## config.mk

```make
export PLATFORM = sky130hd
export DESIGN_NAME = refsw_buildout_ctrl
export DESIGN_NICKNAME = d
export VERILOG_FILES = /design/src/rtl/refsw_pkg.sv /design/src/rtl/refsw_prio_regs.sv /design/src/rtl/refsw_seq.sv /design/src/rtl/refsw_offset.sv /design/src/rtl/refsw_buildout_ctrl.sv
export SDC_FILE = /design/constraint.sdc
export NUM_CORES = 1
export LEC_CHECK = 0
export BUFFER_PORTS_ARGS = -buffer_cell sky130_fd_sc_hd__buf_2
export CAP_MARGIN = 20
export CORE_MARGIN = 2
export CORE_UTILIZATION = 40
export DETAILED_ROUTE_END_ITERATION = 8
export PLACE_DENSITY = 0.75
export SLEW_MARGIN = 20
export SYNTH_ARGS = -nofsm -noshare
export SYNTH_HDL_FRONTEND = slang
export SYNTH_SLANG_ARGS = --single-unit
```

## constraint.sdc

```tcl
create_clock -name clk -period 11.61 [get_ports clk]
set_input_delay 3.483 -clock clk [delete_from_list [all_inputs] [get_ports clk]]
set_output_delay 3.483 -clock clk [all_outputs]
set_load 0.005 [all_outputs]
```

## src/rtl/refsw_pkg.sv

```systemverilog
// Package: shared types for the reference switchover build-out controller.
// Assumes nothing beyond IEEE 1800-2017 packed types.
package refsw_pkg;

    // Sequencer state: idle accepts requests, settle waits for offset capture.
    typedef enum logic {
        SEQ_IDLE   = 1'b0,
        SEQ_SETTLE = 1'b1
    } seq_state_e;

endpackage

```

## src/rtl/refsw_prio_regs.sv

```systemverilog
// Module: refsw_prio_regs
// Holds one rank register per reference plus the shared cut-off register.
// It reports whether the looked-up candidate reference is a phase master,
// meaning its rank is strictly below the cut-off.
// Assumes: synchronous active-low reset, and all registers reset to 0.
module refsw_prio_regs #(
    parameter int NUM_REFS = 4,
    parameter int PRIO_W   = 3,
    parameter int IDX_W    = 2
) (
    input  logic              clk,
    input  logic              rst_n,
    input  logic              prio_we,
    input  logic [IDX_W-1:0]  prio_sel,
    input  logic [PRIO_W-1:0] prio_wdata,
    input  logic              thr_we,
    input  logic [PRIO_W-1:0] thr_wdata,
    input  logic [IDX_W-1:0]  look_idx,
    output logic              look_is_master
);

    logic [PRIO_W-1:0] prio_q [NUM_REFS];
    logic [PRIO_W-1:0] thr_q;

    // One rank register per reference profile.
    for (genvar g = 0; g < NUM_REFS; g++) begin : g_prof
        // Load this profile's rank when it is selected for writing.
        always_ff @(posedge clk) begin
            if (!rst_n) begin
                prio_q[g] <= '0;
            end else if (prio_we && (prio_sel == IDX_W'(g))) begin
                prio_q[g] <= prio_wdata;
            end
        end
    end

    // Shared cut-off register; its reset value of 0 means no masters.
    always_ff @(posedge clk) begin
        if (!rst_n) begin
            thr_q <= '0;
        end else if (thr_we) begin
            thr_q <= thr_wdata;
        end
    end

    // Compare the candidate's rank against the cut-off (strictly lower wins).
    always_comb begin
        look_is_master = (prio_q[look_idx] < thr_q);
    end

endmodule

```

## src/rtl/refsw_seq.sv

```systemverilog
// Module: refsw_seq
// Switch sequencer. It accepts a request when idle, updates the active
// reference and decides between a master switch and a build-out switch.
// A build-out switch holds it in settle until the first valid phase sample.
// Requests seen while settling are parked; the latest one wins and is
// serviced at the first edge after capture.
// Assumes: sw_req is a one-cycle strobe per request.
module refsw_seq
    import refsw_pkg::*;
#(
    parameter int IDX_W = 2
) (
    input  logic             clk,
    input  logic             rst_n,
    input  logic             sw_req,
    input  logic [IDX_W-1:0] sw_ref_idx,
    input  logic             phase_vld,
    input  logic             cand_is_master,
    output logic [IDX_W-1:0] cand_idx,
    output logic [IDX_W-1:0] active_ref,
    output logic             settling,
    output logic             accept,
    output logic             accept_master,
    output logic             capture,
    output logic             buildout_pulse
);

    seq_state_e       state_q;
    logic             pend_vld_q;
    logic [IDX_W-1:0] pend_idx_q;

    // Pick the request to serve: a parked one has precedence over a new one.
    always_comb begin
        cand_idx      = pend_vld_q ? pend_idx_q : sw_ref_idx;
        accept        = (state_q == SEQ_IDLE) && (pend_vld_q || sw_req);
        accept_master = accept && cand_is_master;
        capture       = (state_q == SEQ_SETTLE) && phase_vld;
        settling      = (state_q == SEQ_SETTLE);
    end

    // State, active reference, build-out flag and parked-request registers.
    always_ff @(posedge clk) begin
        if (!rst_n) begin
            state_q        <= SEQ_IDLE;
            active_ref     <= '0;
            buildout_pulse <= 1'b0;
            pend_vld_q     <= 1'b0;
            pend_idx_q     <= '0;
        end else if (accept) begin
            active_ref     <= cand_idx;
            state_q        <= cand_is_master ? SEQ_IDLE : SEQ_SETTLE;
            buildout_pulse <= !cand_is_master;
            if (pend_vld_q && sw_req) begin
                pend_idx_q <= sw_ref_idx;
            end else begin
                pend_vld_q <= 1'b0;
            end
        end else begin
            buildout_pulse <= 1'b0;
            if (state_q == SEQ_SETTLE) begin
                if (sw_req) begin
                    pend_vld_q <= 1'b1;
                    pend_idx_q <= sw_ref_idx;
                end
                if (phase_vld) begin
                    state_q <= SEQ_IDLE;
                end
            end
        end
    end

endmodule

```

## src/rtl/refsw_offset.sv

```systemverilog
// Module: refsw_offset
// Stores the build-out offset and produces the corrected phase error.
// A master switch clears the offset. A capture loads the current sample.
// Corrected output is suppressed while the sequencer is settling.
// Assumes: accept and capture never occur in the same cycle.
module refsw_offset #(
    parameter int PHASE_W = 16
) (
    input  logic               clk,
    input  logic               rst_n,
    input  logic               accept_master,
    input  logic               capture,
    input  logic               settling,
    input  logic               phase_vld,
    input  logic [PHASE_W-1:0] phase_err,
    output logic [PHASE_W-1:0] offset_hold,
    output logic               corr_vld,
    output logic [PHASE_W-1:0] corr_err
);

    // Offset register: cleared on a master switch, loaded on capture.
    always_ff @(posedge clk) begin
        if (!rst_n) begin
            offset_hold <= '0;
        end else if (accept_master) begin
            offset_hold <= '0;
        end else if (capture) begin
            offset_hold <= phase_err;
        end
    end

    // Subtract the stored offset and gate validity with the settle state.
    always_comb begin
        corr_err = phase_err - offset_hold;
        corr_vld = phase_vld && !settling;
    end

endmodule

```

## src/rtl/refsw_buildout_ctrl.sv

```systemverilog
// Module: refsw_buildout_ctrl (top)
// Reference switchover controller with build-out versus master decision.
// It ties together the rank registers, the switch sequencer and the
// offset/correction stage.
// Assumes: synchronous active-low reset; NUM_REFS is a power of two.
module refsw_buildout_ctrl #(
    parameter int NUM_REFS = 4,
    parameter int PRIO_W   = 3,
    parameter int PHASE_W  = 16,
    localparam int IDX_W   = $clog2(NUM_REFS)
) (
    input  logic               clk,
    input  logic               rst_n,
    input  logic               prio_we,
    input  logic [IDX_W-1:0]   prio_sel,
    input  logic [PRIO_W-1:0]  prio_wdata,
    input  logic               thr_we,
    input  logic [PRIO_W-1:0]  thr_wdata,
    input  logic               sw_req,
    input  logic [IDX_W-1:0]   sw_ref_idx,
    input  logic               phase_vld,
    input  logic [PHASE_W-1:0] phase_err,
    output logic [IDX_W-1:0]   active_ref,
    output logic [PHASE_W-1:0] offset_hold,
    output logic               buildout_pulse,
    output logic               corr_vld,
    output logic [PHASE_W-1:0] corr_err
);

    logic [IDX_W-1:0] cand_idx;
    logic             cand_is_master;
    logic             settling;
    logic             accept;
    logic             accept_master;
    logic             capture;

    refsw_prio_regs #(
        .NUM_REFS (NUM_REFS),
        .PRIO_W   (PRIO_W),
        .IDX_W    (IDX_W)
    ) i_prio (
        .clk            (clk),
        .rst_n          (rst_n),
        .prio_we        (prio_we),
        .prio_sel       (prio_sel),
        .prio_wdata     (prio_wdata),
        .thr_we         (thr_we),
        .thr_wdata      (thr_wdata),
        .look_idx       (cand_idx),
        .look_is_master (cand_is_master)
    );

    refsw_seq #(
        .IDX_W (IDX_W)
    ) i_seq (
        .clk            (clk),
        .rst_n          (rst_n),
        .sw_req         (sw_req),
        .sw_ref_idx     (sw_ref_idx),
        .phase_vld      (phase_vld),
        .cand_is_master (cand_is_master),
        .cand_idx       (cand_idx),
        .active_ref     (active_ref),
        .settling       (settling),
        .accept         (accept),
        .accept_master  (accept_master),
        .capture        (capture),
        .buildout_pulse (buildout_pulse)
    );

    refsw_offset #(
        .PHASE_W (PHASE_W)
    ) i_off (
        .clk           (clk),
        .rst_n         (rst_n),
        .accept_master (accept_master),
        .capture       (capture),
        .settling      (settling),
        .phase_vld     (phase_vld),
        .phase_err     (phase_err),
        .offset_hold   (offset_hold),
        .corr_vld      (corr_vld),
        .corr_err      (corr_err)
    );

endmodule

```

# After elaboration in Yosys (flattened, before gate mapping)
# Memory sizes are Yosys's and may differ from the RTL's.
# Cells that the tools add are included.
[word_totals] output_inout_bits=36 ff_bits=26 n_memories=1 input_bits=32 ramBits=12 elab_cells=70
[classes] n_mux=30 n_reduce_logical=19 add_sub_neg=1 n_eq_ne=5 order_cmp=1 bitwise_logic=6
[mem_list] name="i_prio.prio_q" words=4 word_bits=3 rd=1 rd_ports_with_merged_regs=0 write_ports=4 line_no="refsw_prio_regs.sv:22" text="logic [PRIO_W-1:0] prio_q [NUM_REFS];"
[op_table] cell="$mux 1" n=21
[op_table] cell="$sub 16x16->16" n=1
[op_table] cell="$mux 3" n=4
[op_table] cell="$mux 2" n=5
[op_table] cell="$logic_and 1x1->1" n=9
[op_table] cell="$reduce_and 3->1" n=2
[op_table] cell="$eq 2x2->1 const B" n=2
[op_table] cell="$or 1x1->1" n=4
[op_table] cell="$reduce_bool 2->1" n=2
[op_table] cell="$lt 3x3->1" n=1
[op_table] cell="$eq 2x1->1 const B" n=1
[op_table] cell="$logic_not 1->1" n=2
[op_table] cell="$logic_not 2->1" n=1
[op_table] cell="$ne 2x1->1 const B" n=1
[op_table] cell="$ne 2x2->1 const B" n=1
[op_table] cell="$not 1->1" n=2
[op_table] cell="$reduce_and 2->1" n=1
[op_table] cell="$reduce_or 2->1" n=1
[op_table] cell="$logic_or 1x1->1" n=1

# Depth between registers and ports, before layout
# Gate-level depths: netlist of the first run.
[depth] ltp_word=6 mapped_depth=9 mapped_depth_nobuf=8

# Modules after synthesis
# From an unflattened synthesis of the first run, not the netlist that was laid out.
[hier_totals] cells_unflattened=273 area_unflattened_um2=2484.9
[modules_own_cells] module="refsw_offset" area_each_um2=1443.9 n_inst=1 seq_area_each_um2=320.3 cells_per_inst=185
[modules_own_cells] module="refsw_prio_regs" area_each_um2=750.7 n_inst=1 seq_area_each_um2=420.4 cells_per_inst=57
[modules_own_cells] module="refsw_seq" area_each_um2=290.3 n_inst=1 seq_area_each_um2=140.1 cells_per_inst=31

# Worst setup path before layout of the first run
# Ideal clock, no wire load.
[synth_timing] path_kind="input to output" startpoint="in phase_err[0]" endpoint="out corr_err[14]" path_slack_ns=3.045 t_required_ns=8.127 arrival_ns=5.082 path_stages=8 n_path_buf=0 path_cell_list="inv_1 ha_1 fa_1 nor2b_1 o2111ai_1 a211oi_1 nor2_1 a311oi_1"
[synth_via] elab_chain_len=1
[synth_lines] element="from (decl)" line_no="refsw_buildout_ctrl.sv:22" text="input logic [PHASE_W-1:0] phase_err,"
[synth_lines] element="$sub 16x16->16" line_no="refsw_offset.sv:34" text="corr_err = phase_err - offset_hold;"
[synth_lines] element="to (decl)" line_no="refsw_buildout_ctrl.sv:27" text="output logic [PHASE_W-1:0] corr_err"
# Every way passes these cells.

# Final worst setup path of the first run
# Same ends and word-level chain as after synthesis.

==> flow_metrics.env, run 1 <==
export IMPL_clk_pin_slew_ns=0.09
export IMPL_cts_htree_levels=2
export IMPL_yosysWarnings=0
export IMPL_drt_first_iter_violations=90
export IMPL_cts_sinks=38
export IMPL_power_leakage_nw=1.28
export IMPL_cts_buffers=5
export IMPL_cts_tree="done"
export IMPL_place_congestion=0.840
export IMPL_grt_max_degree=17
export IMPL_tns_ns=0
export IMPL_cpPeakStageDelay_ns=0.42
export IMPL_timing_final_crit_share_pct=77.9
export IMPL_syn_inst=295
export IMPL_clock_power_share_pct=35.4
export IMPL_ys_ff_latch=38
export IMPL_syn_area_sq_um=2530
export IMPL_avgSynthCellArea_sq_um=8.57
export IMPL_initial_core_util_pct=41.9
export IMPL_place_area_sq_um=2900
export IMPL_rows=28
export IMPL_final_area_sq_um=3040
export IMPL_vias=2251
export IMPL_max_cap_violations=0
export IMPL_dieArea_sq_um=6970
export IMPL_final_nets=410
export IMPL_p_int_mw=0.276
export IMPL_p_sw_mw=0.116
export IMPL_path_cells="buf_2, inv_1, ha_1, fa_1, nor2b_1, o2111ai_1, a211oi_1, nor2_1, a311oi_1, buf_2"
export IMPL_end_kind="primary output"
export IMPL_cts_hold_buf=0
export IMPL_clockRootBuffer="clkbuf_8"
export IMPL_drt_pass1_iterations=4
export IMPL_path_class="primary input to primary output"
export IMPL_power_density_nw_per_um2=129
export IMPL_cts_resized=0
export IMPL_grt_usage_pct=16.9
export IMPL_synth_enable_flop_cells=12
export IMPL_grt_pass1_vias=2150
export IMPL_grt_ovfl_total=0
export IMPL_required_ns=8.13
export IMPL_die_h_microns=83.5
export IMPL_coreArea_sq_um=6030
export IMPL_drc=0
export IMPL_fmax_mhz=111
export IMPL_final_max_slew_viol_count=0
export IMPL_hpwl_mm=4.54
export IMPL_critPathArrivalTime_ns=5.56
export IMPL_clockBufferDepth=2
export IMPL_synth_top_flop_cell="dfxtp_1"
export IMPL_drtAntennaViolNets=0
export IMPL_routed_via_density=5.16
export IMPL_worstSkewPairLatency_ns=0.29
export IMPL_drive_gt1_share_pct=25.8
export IMPL_cp_start_kind="primary input"
export IMPL_ys_seq_area_share_pct=34.9
export IMPL_crit_top_cell="buf_2"
export IMPL_worst_pin_slew_ns=0.651
export IMPL_min_delay_path_class="register to register"
export IMPL_die_w_microns=83.5
export IMPL_relSlewSlack_pct=56.5
export IMPL_rsz0062_at_grt="no"
export IMPL_synthArstFlopShare_pct=0
export IMPL_min_period_ns=9.04
export IMPL_slowest_stage="a211oi_1"
export IMPL_finalSetupViolations=0
export IMPL_fin_skew_ns=0.00531
export IMPL_port_buffers=67
export IMPL_antenna_found_initial=0
export IMPL_top_level_ports=68
export IMPL_report_final_hold_viol_count=0
export IMPL_synthToLayoutAreaGrowth_pct=20.1
export IMPL_grt_pass1_wl_mm=9.74
export IMPL_syn_nets=345
export IMPL_seq_power_share_pct=38.6
export IMPL_peakVddDrop_v=0.0000551
export IMPL_wl_per_cell_microns=13.4
export IMPL_power_frac_comb_pct=26.1
export IMPL_crit_fanout=2
export IMPL_antennaDiodeCount=0
export IMPL_run_status="finished, final reports clean"
export IMPL_synth_cell_types=45
export IMPL_postCtsSetupBuffers=0
export IMPL_routed_wl_mm=5.84
export IMPL_switching_share_pct=29.6
layout by cell type, fill, tap and decap left out, types with 2 or more instances in the layout:
cell	count
dfxtp_1	26
edfxtp_1	12
ha_1	17
a31oi_1	2
a211oi_1	8
o21ai_0	12
nand4_1	2
nor2_1	22
nor2b_1	2
xor2_1	4
a21o_1	3
nand2b_1	4
mux2i_1	7
clkbuf_8	5
a21oi_1	25
a21oi_2	10
bufinv_16	2
nand3b_1	2
nand2_1	49
buf_2	67
nor3_1	2
nand3_1	9
inv_1	26
xnor2_1	8
and2_1	13
mux4_1	2
final timing paths:
kind | cells after the start | slack [ns] | start | endpoint
setup / recovery | 10 | 2.57 | phase_err[0] | corr_err[14]
hold / removal | 2 | 0.47 | i_off.offset_hold[14] | i_off.offset_hold[14]
setup reg to reg | 7 | 8.47 | i_seq.pend_vld_q | i_off.offset_hold[12]
hold reg to reg | 2 | 0.47 | i_off.offset_hold[14] | i_off.offset_hold[14]
through the flow:
stage	utilization, %	hold WS (ns)	std cells	total power, mW	setup slack (ns)
after floorplan	-	0.460	295	0.223	3.04
after global placement	48.1	0.454	428	0.254	2.68
after detailed placement	48.1	0.465	428	0.257	2.65
after CTS	50.4	0.477	436	0.394	2.64
after global routing	50.4	0.501	436	0.413	2.44
final	50.4	0.472	436	0.393	2.57
worst max-delay path: cells and delay by family:
kind	cells	cell delay [ns]
AO/OA/AOI/OAI	3	0.86
adder cells (fa/ha/maj)	2	0.62
buffers and inverters	3	0.29
AND/OR/NAND/NOR	2	0.31
cell usage after synthesis (all sizes together), types with 2 or more instances:
cell type   n  share of area, %
nor3        2              0.40
nand3b      2              0.59
xnor2       8               2.8
mux2i       8               3.7
buf         2               1.2
a21oi      35               8.4
inv        26               3.9
clkbuf      7               1.0
edfxtp     12                14
o21ai      13               3.0
a31oi       2              0.49
nand4       2              0.49
a211oi      8               2.4
nor2       22               3.3
dfxtp      26                21
nor2b       3              0.84
nand2      49               7.3
xor2        4               1.4
nand3       9               1.8
ha         17               8.4
a21o        3              0.89
mux4        2               2.1
and2       14               3.5
nand2b      4              0.99
power by group through the flow:
stage | Combinational (mW) | Clock (mW) | Sequential, mW
after floorplan | 0.0695 | 0 | 0.153
after global placement | 0.0993 | 0 | 0.154
after detailed placement | 0.102 | 0 | 0.155
after CTS | 0.103 | 0.140 | 0.152
after global routing | 0.114 | 0.146 | 0.153
final | 0.102 | 0.139 | 0.151
state kept, by name, summed over array words and instances, names as in the netlist:
| register | flops |
|---|---|
| i_seq.buildout_pulse | 1 |
| i_prio.prio_q | 12 |
| i_seq.pend_idx_q | 2 |
| i_seq.pend_vld_q | 1 |
| i_seq.settling | 1 |
| i_prio.thr_q | 3 |
| i_seq.active_ref | 2 |
| i_off.offset_hold | 16 |
logic make-up after synthesis:
family / share of synthesized area, %
buffers and inverters: 6.14
adder cells (fa/ha/maj): 9.21
AO/OA/AOI/OAI: 20.0
AND/OR/NAND/NOR: 19.9
flip-flops: 34.9
multiplexers: 5.74
XOR/XNOR: 4.16
final cells by class:
class	instances	area [sq um]
timing repair buffer	67	335
clock inverter	3	68.8
clock buffer	5	68.8
inverter	26	97.6
sequential	38	881
multi-input combinational	222	1490
tap	75	93.8
fill	567	2990
layer usage:
layer | up-vias | track usage, % | routed length, microns
li1 | 1151 | - | -
met4 | 0 | 6.01 | 58
met1 | 1033 | 21.6 | 2710
met2 | 63 | 27.3 | 2720
met5 | - | 0 | 0
met3 | 4 | 4.85 | 345
Note: power is estimated with default switching activity, not from simulation.
==> run 2: changes to the inputs <==
==> constraint.sdc (replaced) <==
create_clock -name clk -period 9.4 [get_ports clk]
set_input_delay 2.82 -clock clk [delete_from_list [all_inputs] [get_ports clk]]
set_output_delay 2.82 -clock clk [all_outputs]
set_load 0.005 [all_outputs]
==> run 2 against run 1 <==
Net effect:
- sequential share of layout area unchanged
- critical endpoint unchanged
- setup slack worse by 0.82 ns
- critical path depth unchanged
- wire length up 3.9%
- clock power up 24%
- global-route usage up 0.49 points
- cell count unchanged
- largest power group unchanged
- non-clock buffer count unchanged
- utilization unchanged
- highest routed layer unchanged
- clock skew about the same
==> flow_metrics.env, run 2 (same netlist as run 1, synthesis figures left out) <==
export IMPL_largest_reg_flops=16
export IMPL_final_common_cell="buf_2"
export IMPL_dieArea_sq_um=6970
export IMPL_drive_gt1_share_pct=25.8
export IMPL_report_final_hold_viol_count=0
export IMPL_end_kind="primary output"
export IMPL_power_frac_comb_pct=26.1
export IMPL_coreArea_sq_um=6030
export IMPL_cts_htree_levels=2
export IMPL_fin_skew_ns=0.00503
export IMPL_hold_path_startpoint="i_off.offset_hold[12]"
export IMPL_die_w_microns=83.5
export IMPL_pre_cts_ws_ns=1.77
export IMPL_clockBufferDepth=2
export IMPL_grt_max_degree=17
export IMPL_reg_top3="i_off.offset_hold x16, i_prio.prio_q x12, i_prio.thr_q x3"
export IMPL_wl_per_cell_microns=13.9
export IMPL_setup_worst_path_start="phase_err[0]"
export IMPL_seq_power_share_pct=38.5
export IMPL_place_congestion=0.840
export IMPL_worst_pin_slew_ns=0.656
export IMPL_layout_cells_most_common_list="buf_2 (67), nand2_1 (49), inv_1 (26), dfxtp_1 (26), a21oi_1 (25)"
export IMPL_initial_core_util_pct=41.9
export IMPL_relSlewSlack_pct=56.2
export IMPL_finalSetupViolations=0
export IMPL_min_period_ns=7.66
export IMPL_crit_fanout=2
export IMPL_routed_via_density=5.25
export IMPL_grt_ovfl_total=0
export IMPL_port_buffers=67
export IMPL_timing_rr_start="i_seq.pend_vld_q"
export IMPL_power_leakage_nw=1.28
export IMPL_worstSkewPairLatency_ns=0.30
export IMPL_drt_pass1_iterations=4
export IMPL_clockRootBuffer="clkbuf_8"
export IMPL_routed_wl_mm=6.06
export IMPL_switching_share_pct=29.9
export IMPL_rows=28
export IMPL_drt_first_iter_violations=139
export IMPL_drtAntennaViolNets=0
export IMPL_p_sw_mw=0.145
export IMPL_max_cap_violations=0
export IMPL_antenna_found_initial=0
export IMPL_whs_ns=0.474
export IMPL_hpwl_mm=4.66
export IMPL_critPathArrivalTime_ns=4.84
export IMPL_vias=2290
export IMPL_path_class="primary input to primary output"
export IMPL_run_status="finished, final reports clean"
export IMPL_grt_pass1_wl_mm=10.1
export IMPL_p_int_mw=0.341
export IMPL_cts_hold_buf=0
export IMPL_worst_slack_ns=1.74
export IMPL_top_level_ports=68
export IMPL_post_route_util_pct=50.4
export IMPL_cts_tree="done"
export IMPL_final_nets=410
export IMPL_die_h_microns=83.5
export IMPL_power_density_nw_per_um2=160
export IMPL_antennaDiodeCount=0
export IMPL_timing_final_crit_share_pct=81.5
export IMPL_clock_power_share_pct=35.4
export IMPL_drc=0
export IMPL_synthToLayoutAreaGrowth_pct=20.1
export IMPL_cp_start_kind="primary input"
export IMPL_cts_sinks=38
export IMPL_required_ns=6.58
export IMPL_tns_ns=0
export IMPL_cts_buffers=5
export IMPL_rsz0062_at_grt="no"
export IMPL_grt_usage_pct=17.4
export IMPL_min_delay_path_class="register to register"
export IMPL_regMostFlops="i_off.offset_hold"
export IMPL_final_max_slew_viol_count=0
export IMPL_peakVddDrop_v=0.0000762
export IMPL_clk_pin_slew_ns=0.08
export IMPL_cts_resized=0
export IMPL_grt_pass1_vias=2155
export IMPL_fmax_mhz=131
export IMPL_postCtsSetupBuffers=0
[run 2: worst paths after layout]
| check | end | slack, ns | cells after the start |
|---|---|---|---|
| worst min register to register | i_off.offset_hold[12] | 0.47 | 2 |
| worst min-delay path | i_off.offset_hold[12] | 0.47 | 2 |
| worst max register to register | i_off.offset_hold[12] | 6.26 | 7 |
| worst max-delay path | corr_err[14] | 1.74 | 10 |
[run 2: layout make-up]
cell class	count	area (sq um)
sequential	38	881
multi-input combinational	222	1490
inverter	26	97.6
clock buffer	5	68.8
clock inverter	3	68.8
fill	589	2990
tap	75	93.8
timing repair buffer	67	335
[run 2: layer usage]
| layer | up-vias | part of all wire [%] | GRT usage, % |
|---|---|---|---|
| li1 | 1153 | - | - |
| met1 | 1072 | 46 | 23.0 |
| met2 | 59 | 47 | 28.2 |
| met3 | 6 | 5.4 | 3.96 |
| met4 | 0 | 1.2 | 5.57 |
| met5 | - | 0 | 0 |
[run 2: power by group through the flow]
stage          sequential [mW]  clock [mW]  combinational [mW]
4_1_cts                  0.187       0.174               0.127
3_5_place_dp             0.191           0               0.127
5_1_grt                  0.189       0.181               0.142
6_report                 0.187       0.172               0.127
2_1_floorplan            0.189           0              0.0858
3_3_place_gp             0.191           0               0.123
[run 2: critical path: stages]
cell and delay (ns):
buf_2 0.09, inv_1 0.04, ha_1 0.22, fa_1 0.40, nor2b_1 0.17, o2111ai_1 0.14, a211oi_1 0.38, nor2_1 0.13
a311oi_1 0.29, buf_2 0.16
[run 2: metrics by stage]
stage | instance area [sq um] | total power [mW] | std cells
2_1_floorplan | 2530 | 0.275 | 295
3_3_place_gp | 2900 | 0.313 | 428
3_5_place_dp | 2900 | 0.318 | 428
4_1_cts | 3040 | 0.489 | 436
5_1_grt | 3040 | 0.512 | 436
6_report | 3040 | 0.487 | 436
